--- config.mk ---
export PLATFORM = sky130hd
export DESIGN_NAME = strip_ctl_front
export DESIGN_NICKNAME = d
export VERILOG_FILES = /design/src/rtl/strip_pkg.sv /design/src/rtl/strip_fifo.sv /design/src/rtl/strip_irq.sv /design/src/rtl/strip_ctl_front.sv
export SDC_FILE = /design/constraint.sdc
export NUM_CORES = 1
export LEC_CHECK = 0
export BUFFER_PORTS_ARGS = -buffer_cell sky130_fd_sc_hd__buf_4
export CAP_MARGIN = 5
export CORE_UTILIZATION = 55
export CTS_CLUSTER_SIZE = 24
export DETAILED_ROUTE_END_ITERATION = 10
export PLACE_DENSITY = 0.72
export SETUP_SLACK_MARGIN = 0.05
export SLEW_MARGIN = 20
export SYNTH_ARGS = -nofsm -noshare
export SYNTH_HDL_FRONTEND = slang
export SYNTH_SLANG_ARGS = --single-unit
--- constraint.sdc ---
create_clock -name clk -period 5.6 [get_ports clk]
set_input_delay 1.12 -clock clk [delete_from_list [all_inputs] [get_ports clk]]
set_output_delay 1.12 -clock clk [all_outputs]
set_load 0.01 [all_outputs]
--- src/rtl/strip_pkg.sv ---
package strip_pkg;
  localparam logic [7:0] OFS_CTRL  = 8'h00;
  localparam logic [7:0] OFS_TIME  = 8'h04;
  localparam logic [7:0] OFS_GAP   = 8'h0C;
  localparam logic [7:0] OFS_DATA  = 8'h14;
  localparam logic [7:0] OFS_DMA   = 8'h18;
  localparam logic [7:0] OFS_IEN   = 8'h1C;
  localparam logic [7:0] OFS_STAT  = 8'h20;

  // CPU refill condition: running, DMA off, occupancy at or under trigger
  function automatic logic refill_cond(input logic running, input logic dma_on,
                                       input logic [31:0] lvl, input logic [4:0] trig);
    return running && !dma_on && (lvl <= {27'b0, trig});
  endfunction

  // DMA window: free space at least one burst of trig words
  function automatic logic dma_window(input logic dma_on, input logic [4:0] trig,
                                      input logic [31:0] lvl, input logic [31:0] depth);
    return dma_on && ((depth - lvl) >= {27'b0, trig});
  endfunction
endpackage

--- src/rtl/strip_fifo.sv ---
module strip_fifo #(
  parameter int DEPTH = 32,
  parameter int W     = 32,
  localparam int PW   = $clog2(DEPTH),
  localparam int LW   = $clog2(DEPTH + 1)
) (
  input  logic          clk,
  input  logic          rst_n,
  input  logic          push,
  input  logic          pop,
  input  logic [W-1:0]  din,
  output logic [W-1:0]  dout,
  output logic [LW-1:0] level,
  output logic          push_ok,
  output logic          pop_ok
);
  logic [W-1:0]  mem [DEPTH];
  logic [PW-1:0] wp, rp;

  function automatic logic [PW-1:0] step(input logic [PW-1:0] p);
    return (p == PW'(DEPTH - 1)) ? '0 : p + 1'b1;
  endfunction

  assign push_ok = push && (level != LW'(DEPTH));
  assign pop_ok  = pop && (level != '0);
  assign dout    = mem[rp];

  always_ff @(posedge clk or negedge rst_n) begin
    if (!rst_n) begin
      wp    <= '0;
      rp    <= '0;
      level <= '0;
    end else begin
      if (push_ok) wp <= step(wp);
      if (pop_ok)  rp <= step(rp);
      level <= level + LW'(push_ok) - LW'(pop_ok);
    end
  end

  always_ff @(posedge clk) begin
    if (push_ok) mem[wp] <= din;
  end
endmodule

--- src/rtl/strip_irq.sv ---
module strip_irq (
  input  logic       clk,
  input  logic       rst_n,
  input  logic       fin_set,
  input  logic       req_set,
  input  logic       clr_wr,
  input  logic [1:0] clr_bits,
  input  logic       gie,
  input  logic       fin_en,
  input  logic       req_en,
  output logic       fin_flag,
  output logic       req_flag,
  output logic       irq
);
  // set beats a same-edge write-one clear
  always_ff @(posedge clk or negedge rst_n) begin
    if (!rst_n) begin
      fin_flag <= 1'b0;
      req_flag <= 1'b0;
    end else begin
      fin_flag <= fin_set | (fin_flag & ~(clr_wr & clr_bits[0]));
      req_flag <= req_set | (req_flag & ~(clr_wr & clr_bits[1]));
    end
  end

  assign irq = gie & ((fin_flag & fin_en) | (req_flag & req_en));
endmodule

--- src/rtl/strip_ctl_front.sv ---
module strip_ctl_front
  import strip_pkg::*;
#(
  parameter int DEPTH = 32,
  localparam int LW   = $clog2(DEPTH + 1)
) (
  input  logic        clk,
  input  logic        rst_n,
  input  logic        bus_wr,
  input  logic [7:0]  bus_addr,
  input  logic [31:0] bus_wdata,
  output logic [31:0] bus_rdata,
  output logic        run,
  output logic [2:0]  color_mode,
  output logic [12:0] frame_len,
  output logic [5:0]  hi1_cyc,
  output logic [4:0]  lo1_cyc,
  output logic [4:0]  hi0_cyc,
  output logic [5:0]  lo0_cyc,
  output logic [12:0] gap_cyc,
  output logic [9:0]  pixel_cnt,
  output logic [31:0] enc_word,
  output logic        enc_valid,
  input  logic        enc_pop,
  input  logic        enc_done,
  output logic        dma_req,
  output logic        irq
);
  logic          dma_en, gie, fin_en, req_en;
  logic [4:0]    trig;
  logic [LW-1:0] lvl;
  logic          fin_flag, req_flag;

  // named internal events for the checker
  logic sel_ctrl, sel_time, sel_gap, sel_data, sel_dma, sel_ien, sel_stat;
  logic push_acc, pop_acc, req_cond_w;

  assign sel_ctrl = bus_wr && (bus_addr == OFS_CTRL);
  assign sel_time = bus_wr && (bus_addr == OFS_TIME);
  assign sel_gap  = bus_wr && (bus_addr == OFS_GAP);
  assign sel_data = bus_wr && (bus_addr == OFS_DATA);
  assign sel_dma  = bus_wr && (bus_addr == OFS_DMA);
  assign sel_ien  = bus_wr && (bus_addr == OFS_IEN);
  assign sel_stat = bus_wr && (bus_addr == OFS_STAT);

  always_ff @(posedge clk or negedge rst_n) begin
    if (!rst_n) begin
      run        <= 1'b0;
      color_mode <= '0;
      frame_len  <= '0;
      hi1_cyc    <= '0;
      lo1_cyc    <= '0;
      hi0_cyc    <= '0;
      lo0_cyc    <= '0;
      gap_cyc    <= '0;
      pixel_cnt  <= '0;
      dma_en     <= 1'b0;
      trig       <= '0;
      gie        <= 1'b0;
      fin_en     <= 1'b0;
      req_en     <= 1'b0;
    end else begin
      if (enc_done)      run <= 1'b0;
      else if (sel_ctrl) run <= bus_wdata[0];
      if (sel_ctrl) begin
        color_mode <= bus_wdata[8:6];
        frame_len  <= bus_wdata[28:16];
      end
      if (sel_time) begin
        hi1_cyc <= bus_wdata[26:21];
        lo1_cyc <= bus_wdata[20:16];
        hi0_cyc <= bus_wdata[10:6];
        lo0_cyc <= bus_wdata[5:0];
      end
      if (sel_gap) begin
        gap_cyc   <= bus_wdata[28:16];
        pixel_cnt <= bus_wdata[9:0];
      end
      if (sel_dma) begin
        dma_en <= bus_wdata[5];
        trig   <= bus_wdata[4:0];
      end
      if (sel_ien) begin
        gie    <= bus_wdata[5];
        req_en <= bus_wdata[1];
        fin_en <= bus_wdata[0];
      end
    end
  end

  strip_fifo #(.DEPTH(DEPTH), .W(32)) u_fifo (
    .clk     (clk),
    .rst_n   (rst_n),
    .push    (sel_data),
    .pop     (enc_pop),
    .din     (bus_wdata),
    .dout    (enc_word),
    .level   (lvl),
    .push_ok (push_acc),
    .pop_ok  (pop_acc)
  );

  assign enc_valid  = (lvl != '0);
  assign req_cond_w = refill_cond(run, dma_en, 32'(lvl), trig);
  assign dma_req    = dma_window(dma_en, trig, 32'(lvl), 32'(DEPTH));

  strip_irq u_irq (
    .clk      (clk),
    .rst_n    (rst_n),
    .fin_set  (enc_done),
    .req_set  (req_cond_w),
    .clr_wr   (sel_stat),
    .clr_bits (bus_wdata[1:0]),
    .gie      (gie),
    .fin_en   (fin_en),
    .req_en   (req_en),
    .fin_flag (fin_flag),
    .req_flag (req_flag),
    .irq      (irq)
  );

  always_comb begin
    case (bus_addr)
      OFS_CTRL: bus_rdata = {3'b0, frame_len, 7'b0, color_mode, 5'b0, run};
      OFS_TIME: bus_rdata = {5'b0, hi1_cyc, lo1_cyc, 5'b0, hi0_cyc, lo0_cyc};
      OFS_GAP:  bus_rdata = {3'b0, gap_cyc, 6'b0, pixel_cnt};
      OFS_DMA:  bus_rdata = {26'b0, dma_en, trig};
      OFS_IEN:  bus_rdata = {26'b0, gie, 3'b0, req_en, fin_en};
      OFS_STAT: bus_rdata = {16'b0, 6'(lvl), 8'b0, req_flag, fin_flag};
      default:  bus_rdata = 32'b0;
    endcase
  end
endmodule

# == After elaboration in Yosys (flattened, before gate mapping) ==
# Memories as Yosys holds them, arrays and structs flattened.
# Cells that the tools add are included.
# totals
regBits,89
ramBits,1024
output_inout_bits,129
wordCells,71
n_memories,1
# classes
addsub,5
n_lt_le_gt_ge,2
n_eq_ne,9
muxes,7
bitwise,12
reduce_logical,16
# memory_table
memory,words,width,rd,rd_ports_with_merged_regs,write_ports,line_no,text
u_fifo.mem,32,32,1,0,1,strip_fifo.sv:17,logic [W-1:0] mem [DEPTH];
# op_table
op,n
$pmux W29 S6,1
$ge A32 B5 Y1,1
$eq A8 B5 Y1 const B,3
$logic_and A1 B1 Y1,12
$add A5 B1 Y5 const B,2
$eq A5 B5 Y1 const B,2
$mux W5,2
$eq A8 B3 Y1 const B,1
$eq A8 B4 Y1 const B,1
$eq A8 B6 Y1 const B,1
$logic_not A8 Y1,1
$and A1 B1 Y1,7
$sub A6 B6 Y7 const A,1
$add A6 B1 Y6,1
$le A6 B5 Y1,1
$ne A6 B6 Y1 const B,1
$reduce_bool A6 Y1,1
$sub A6 B1 Y6,1
$mux W1,4
$or A1 B1 Y1,3
$not A1 Y1,2
$reduce_bool A2 Y1,1
$logic_not A1 Y1,1

# == Longest topological paths before layout ==
# logic_depth
word_depth,6
depth_mapped,13
mapped_depth_nobuf,13

# == By module ==
# Synthesis repeated with hierarchy kept, for this count alone.
# hier_totals
hier_cells,2122
area_unflattened_um2,43529.2
# modules_own_cells
module,n_inst,cells_each,area_per_inst_um2,seq_area_each_um2
strip_fifo,1,1819,39832.0,31149.9
strip_ctl_front,1,295,3611.0,1776.7
strip_irq,1,8,86.3,50.0

# == Least setup slack after synthesis ==
# Ideal clock, no wire load.
# synth_path
path_kind,input to register
startpoint,input port bus_addr[5]
endpoint,"memory u_fifo.mem[7][0], enable pin"
setup_ns,0.461
arrival_ns,4.308
t_required_ns,5.139
path_slack_ns,0.831
cell_stages,6
path_cell_list,nor4b_2 nand4_1 inv_2 buf_4 nand3_1 nor3_1
# synth_via
elab_chain_cells,5
# synth_rtl
item,line_no,text
from (decl),strip_ctl_front.sv:10,"input logic [7:0] bus_addr,"
$eq A8 B5 Y1,strip_ctl_front.sv:41,assign sel_data = bus_wr && (bus_addr == OFS_DATA);
$logic_and A1 B1 Y1,strip_ctl_front.sv:41,
$logic_and A1 B1 Y1,strip_fifo.sv:24,assign push_ok = push && (level != LW'(DEPTH));
net push_acc,strip_ctl_front.sv:36,"logic push_acc, pop_acc, req_cond_w;"
$mux W1,strip_fifo.sv:41,if (push_ok) mem[wp] <= din;
$mux W1 (not written as such),strip_fifo.sv:41,
to (decl),strip_fifo.sv:17,
# The timed path passes the listed nets, and every way through them passes these cells.

# == Worst setup path in the final report ==
# layout_path
startpoint,register u_fifo.rp[2]
endpoint,output port enc_word[1]
# layout_via
elab_chain_cells,1
# layout_rtl
item,line_no,text
from (decl),strip_fifo.sv:18,"logic [PW-1:0] wp, rp;"
from (signal assigned),strip_fifo.sv:35,if (pop_ok) rp <= step(rp);
$mem_v2 Z32 W32,n/a,
to (decl),strip_ctl_front.sv:22,"output logic [31:0] enc_word,"
# No other way between the ends.

==> key figures <==
Layout
  • Share of cells above drive strength 1: 0.243
  • Final net count: 2642
  • Multi-input logic area: about 10000 µm²
  • Register area: 33000 µm²
  • Area delta synth->final: 15.0%
  • # fillers: 5311
  • Non-filler cells in the finished layout: 3714

Clocking
  • Clk sink count: approximately 1100
  • CTS tree: built
  • Num CTS Buffers: 108
  • Htree depth: 3
  • # hold bufs at CTS: 0
  • Worst-path clk slew: 0.06 ns
  • Max Root-Sink Buffers: 3
  • Post-CTS Setup Bufs: 0
  • Root buf cell: clkbuf_16
  • Post-cts resize count: 0
  • Clock Latency Late Sink: a little under 0.7 ns

Global routing
  • Tot GR Track Use: 0.262
  • Vias in the first global route: 23528
  • Largest net degree at the start of global routing: 74
  • First-pass GRT wire length: ~160000 µm
  • Initial antenna violation count: 6
  • Gr ovfl total: 0

Critical path
  • Crit-path max cell delay: 0.83 ns
  • Reg2reg start: u_fifo.level[2]$_DFF_PN0_
  • R2R Path End: u_fifo.mem[10][29]$_DFFE_PP_
  • Crit Path Max Fanout: 37
  • CP Capture Type: primary output
  • Buf+Inv Stages, Crit Path: 2
  • Required time of the critical path: ~4.5 ns
  • Critical path's top delay family: flip-flops
  • Crit-path cells: buf_4 -> mux4_2 -> nor2b_1 -> a21oi_1 -> nand4_1 -> buf_4
  • Critical path's slowest cell: dfrtp_4
  • Critical path data arrival time: 3.58 ns
  • CP startpoint kind: register
  • Flop2flop setup slack: roughly 2.1 ns
  • Top cell by count, worst path: buf_4
  • Critical path class: reg2out
  • R2R depth: 8

Power and ir drop
  • Sw Pwr: approximately 6 mW
  • Flop pwr share: 0.436
  • Leakage: about 18 nW
  • Total power: 21.4 mW
  • Switching share of power: 0.288
  • Combinational fraction of design power: 0.226
  • Clk pwr share: 0.338
  • Cell Pwr Density: between 400 and 500 nW/µm²
  • Int Power: 15.2 mW
  • Worst vdd ir: about 0.00031 V

Drt
  • Drt pass-1 iters: 7
  • Total Wirelength: approximately 110000 µm
  • Detailed Route Iter0 Violations: approximately 2600
  • Residual DRC: 0
  • Antenna viol nets, final: 0
  • WL/cell: around 29 µm
  • Vias per cell: between 6 and 7
  • Vias: about 23000

Floorplan
  • Row cnt: around 100
  • Die area: 80700 µm²
  • Core area: between 70000 and 80000 µm²
  • Initial cell density of the core: 0.555
  • I/O Pins: ~170
  • Die X: ~280 µm
  • Chip height: between 200 and 300 µm

Job
  • # Max-Cap Violations: 0

STA
  • Setup TNS: 0 ns
  • Final number of hold-violating endpoints: 0
  • Final setup violation count: 0
  • Min Tclk post-route: roughly 4.7 ns
  • Worst Tran Pin Value: roughly 1.1 ns
  • Fmax: 0.213 GHz
  • Relative slew slack: 0.272
  • Final period utilization: 0.840
  • Clock skew: about 0.022 ns
  • RSZ-0062 raised after global routing: false
  • Final max-slew violation count: 0

Synth
  • Gate Count Post-Synth: approximately 2300
  • Sequential element share of the synthesized area: 0.753
  • Top-count cell post-synth: edfxtp_1
  • Synthesized flop and latch total: 1113
  • Most used DFF post-synth: edfxtp_1
  • Largest cells by area after synthesis: edfxtp_1, mux4_2, mux2i_1
  • Asr flop ratio synth: 0.0800
  • EDFF count, synth: ~1000
  • Ys Warns: 0
  • Syn avg cell area: 18.7 µm²
  • Synth top area share: 0.702
  • Cell taking the most area after synthesis: edfxtp_1
  • Post-Syn Area: approximately 44000 µm²
  • Post-synth top cells: edfxtp_1, mux2i_1, mux4_2, a22oi_1, a21oi_1
  • Netlist cell types: 52

Placed design
  • Port buffer count: 170
  • Post-Place Cells: between 3000 and 4000
  • DP HPWL: approximately 62000 µm
  • GPL Wtd Cong: roughly 0.84

Outcome
  • Outcome: completed

Worst hold path
  • Min-delay worst type: in2async
## power by group through the flow
| stage | sequential, mW | clock, mW | combinational [mW] |
|---|---|---|---|
| after CTS | 9.34 | 7.31 | 4.84 |
| after global placement | 9.51 | 0 | 4.75 |
| after global routing | 9.35 | 7.61 | 5.12 |
| final | 9.34 | 7.24 | 4.83 |
| after detailed placement | 9.51 | 0 | 4.81 |
| after floorplan | 9.38 | 0 | 2.95 |
## layout by cell type (no fill, tap or decap), types with 10 or more instances in the layout
cell	count
inv_1	29
clkbuf_16	114
nand2_1	70
mux4_2	128
nor2b_1	66
nand4_1	34
ha_1	28
clkinv_1	11
o21ai_0	12
nor2_4	28
a222oi_1	10
dfrtp_1	87
nand3_1	78
buf_4	221
clkbuf_1	28
mux2_2	62
mux2_1	11
clkinv_2	23
a21oi_1	105
edfxtp_1	1024
mux2i_1	258
a22oi_1	107
nor2_1	11
## worst register-to-register path, stage by stage, from the launching register on
cell	delay (ns)
dfrtp_1	0.47
inv_1	0.13
ha_1	0.26
nand3_1	0.18
nand4_1	0.28
inv_2	0.31
nand2_1	0.29
nor2_4	0.77
buf_4	0.44
## layer usage
layer  track usage  up-vias  part of all wire
li1              -     9841                 -
met2         0.419     1158              0.48
met3        0.0479      189             0.086
met1         0.366    12171              0.40
met4        0.0914        4             0.032
met5             0        -           0.00025
## logic make-up after synthesis
group / after synthesis / synth area share
DFF: 1113 / 0.753
muxes: 459 / 0.144
and+or+nand+nor: 332 / 0.0402
AOI/OAI and AO/OA: 249 / 0.0368
buffers and inverters: 157 / 0.0163
adders and majority gates: 29 / 0.00846
xor gates and xnor gates: 7 / 0.00140
other: 1 / 0.0000856
## area by class of cell
type                    count  area share
diodes                      2   0.0000994
well taps                1050      0.0261
repair buffers            236      0.0398
flip-flops and latches   1113       0.655
clock buffers             150      0.0609
multi-input cells        1079       0.206
inverters                  30     0.00224
clock inverters            54     0.00979
## registers in the layout (all words and copies together) (netlist names), 6 cells and up
signal,count
frame_len,13
gap_cyc,13
hi1_cyc,6
lo0_cyc,6
pixel_cnt,10
u_fifo.level,6
u_fifo.mem,1024
## worst max path at each step
stage | startpoint | to | slack, ns | cells past startpoint
global placement | bus_addr[5] | bus_rdata[25] | 1.48 | 6
finish | u_fifo.rp[2]$_DFFE_PN0P_ | enc_word[1] | 0.90 | 6
global route | u_fifo.rp[0]$_DFFE_PN0P_ | enc_word[20] | 0.75 | 6
floorplan | bus_addr[5] | u_fifo.mem[7][0]$_DFFE_PP_ | 0.83 | 6
CTS | u_fifo.rp[0]$_DFFE_PN0P_ | enc_word[20] | 0.86 | 6
detailed placement | bus_addr[5] | bus_rdata[25] | 1.43 | 6
## stage by stage
| stage | instance area, µm² | setup slack (ns) | hold WS, ns | utilization |
|---|---|---|---|---|
| after floorplan | 43800 | 0.831 | 0.473 | - |
| after global placement | 46600 | 1.48 | 0.524 | 0.591 |
| after detailed placement | 46600 | 1.43 | 0.521 | 0.591 |
| after CTS | 50200 | 0.863 | 0.351 | 0.636 |
| after global routing | 50300 | 0.754 | 0.386 | 0.638 |
| final | 50300 | 0.897 | 0.368 | 0.638 |
Power figures use the tool's default switching activity.
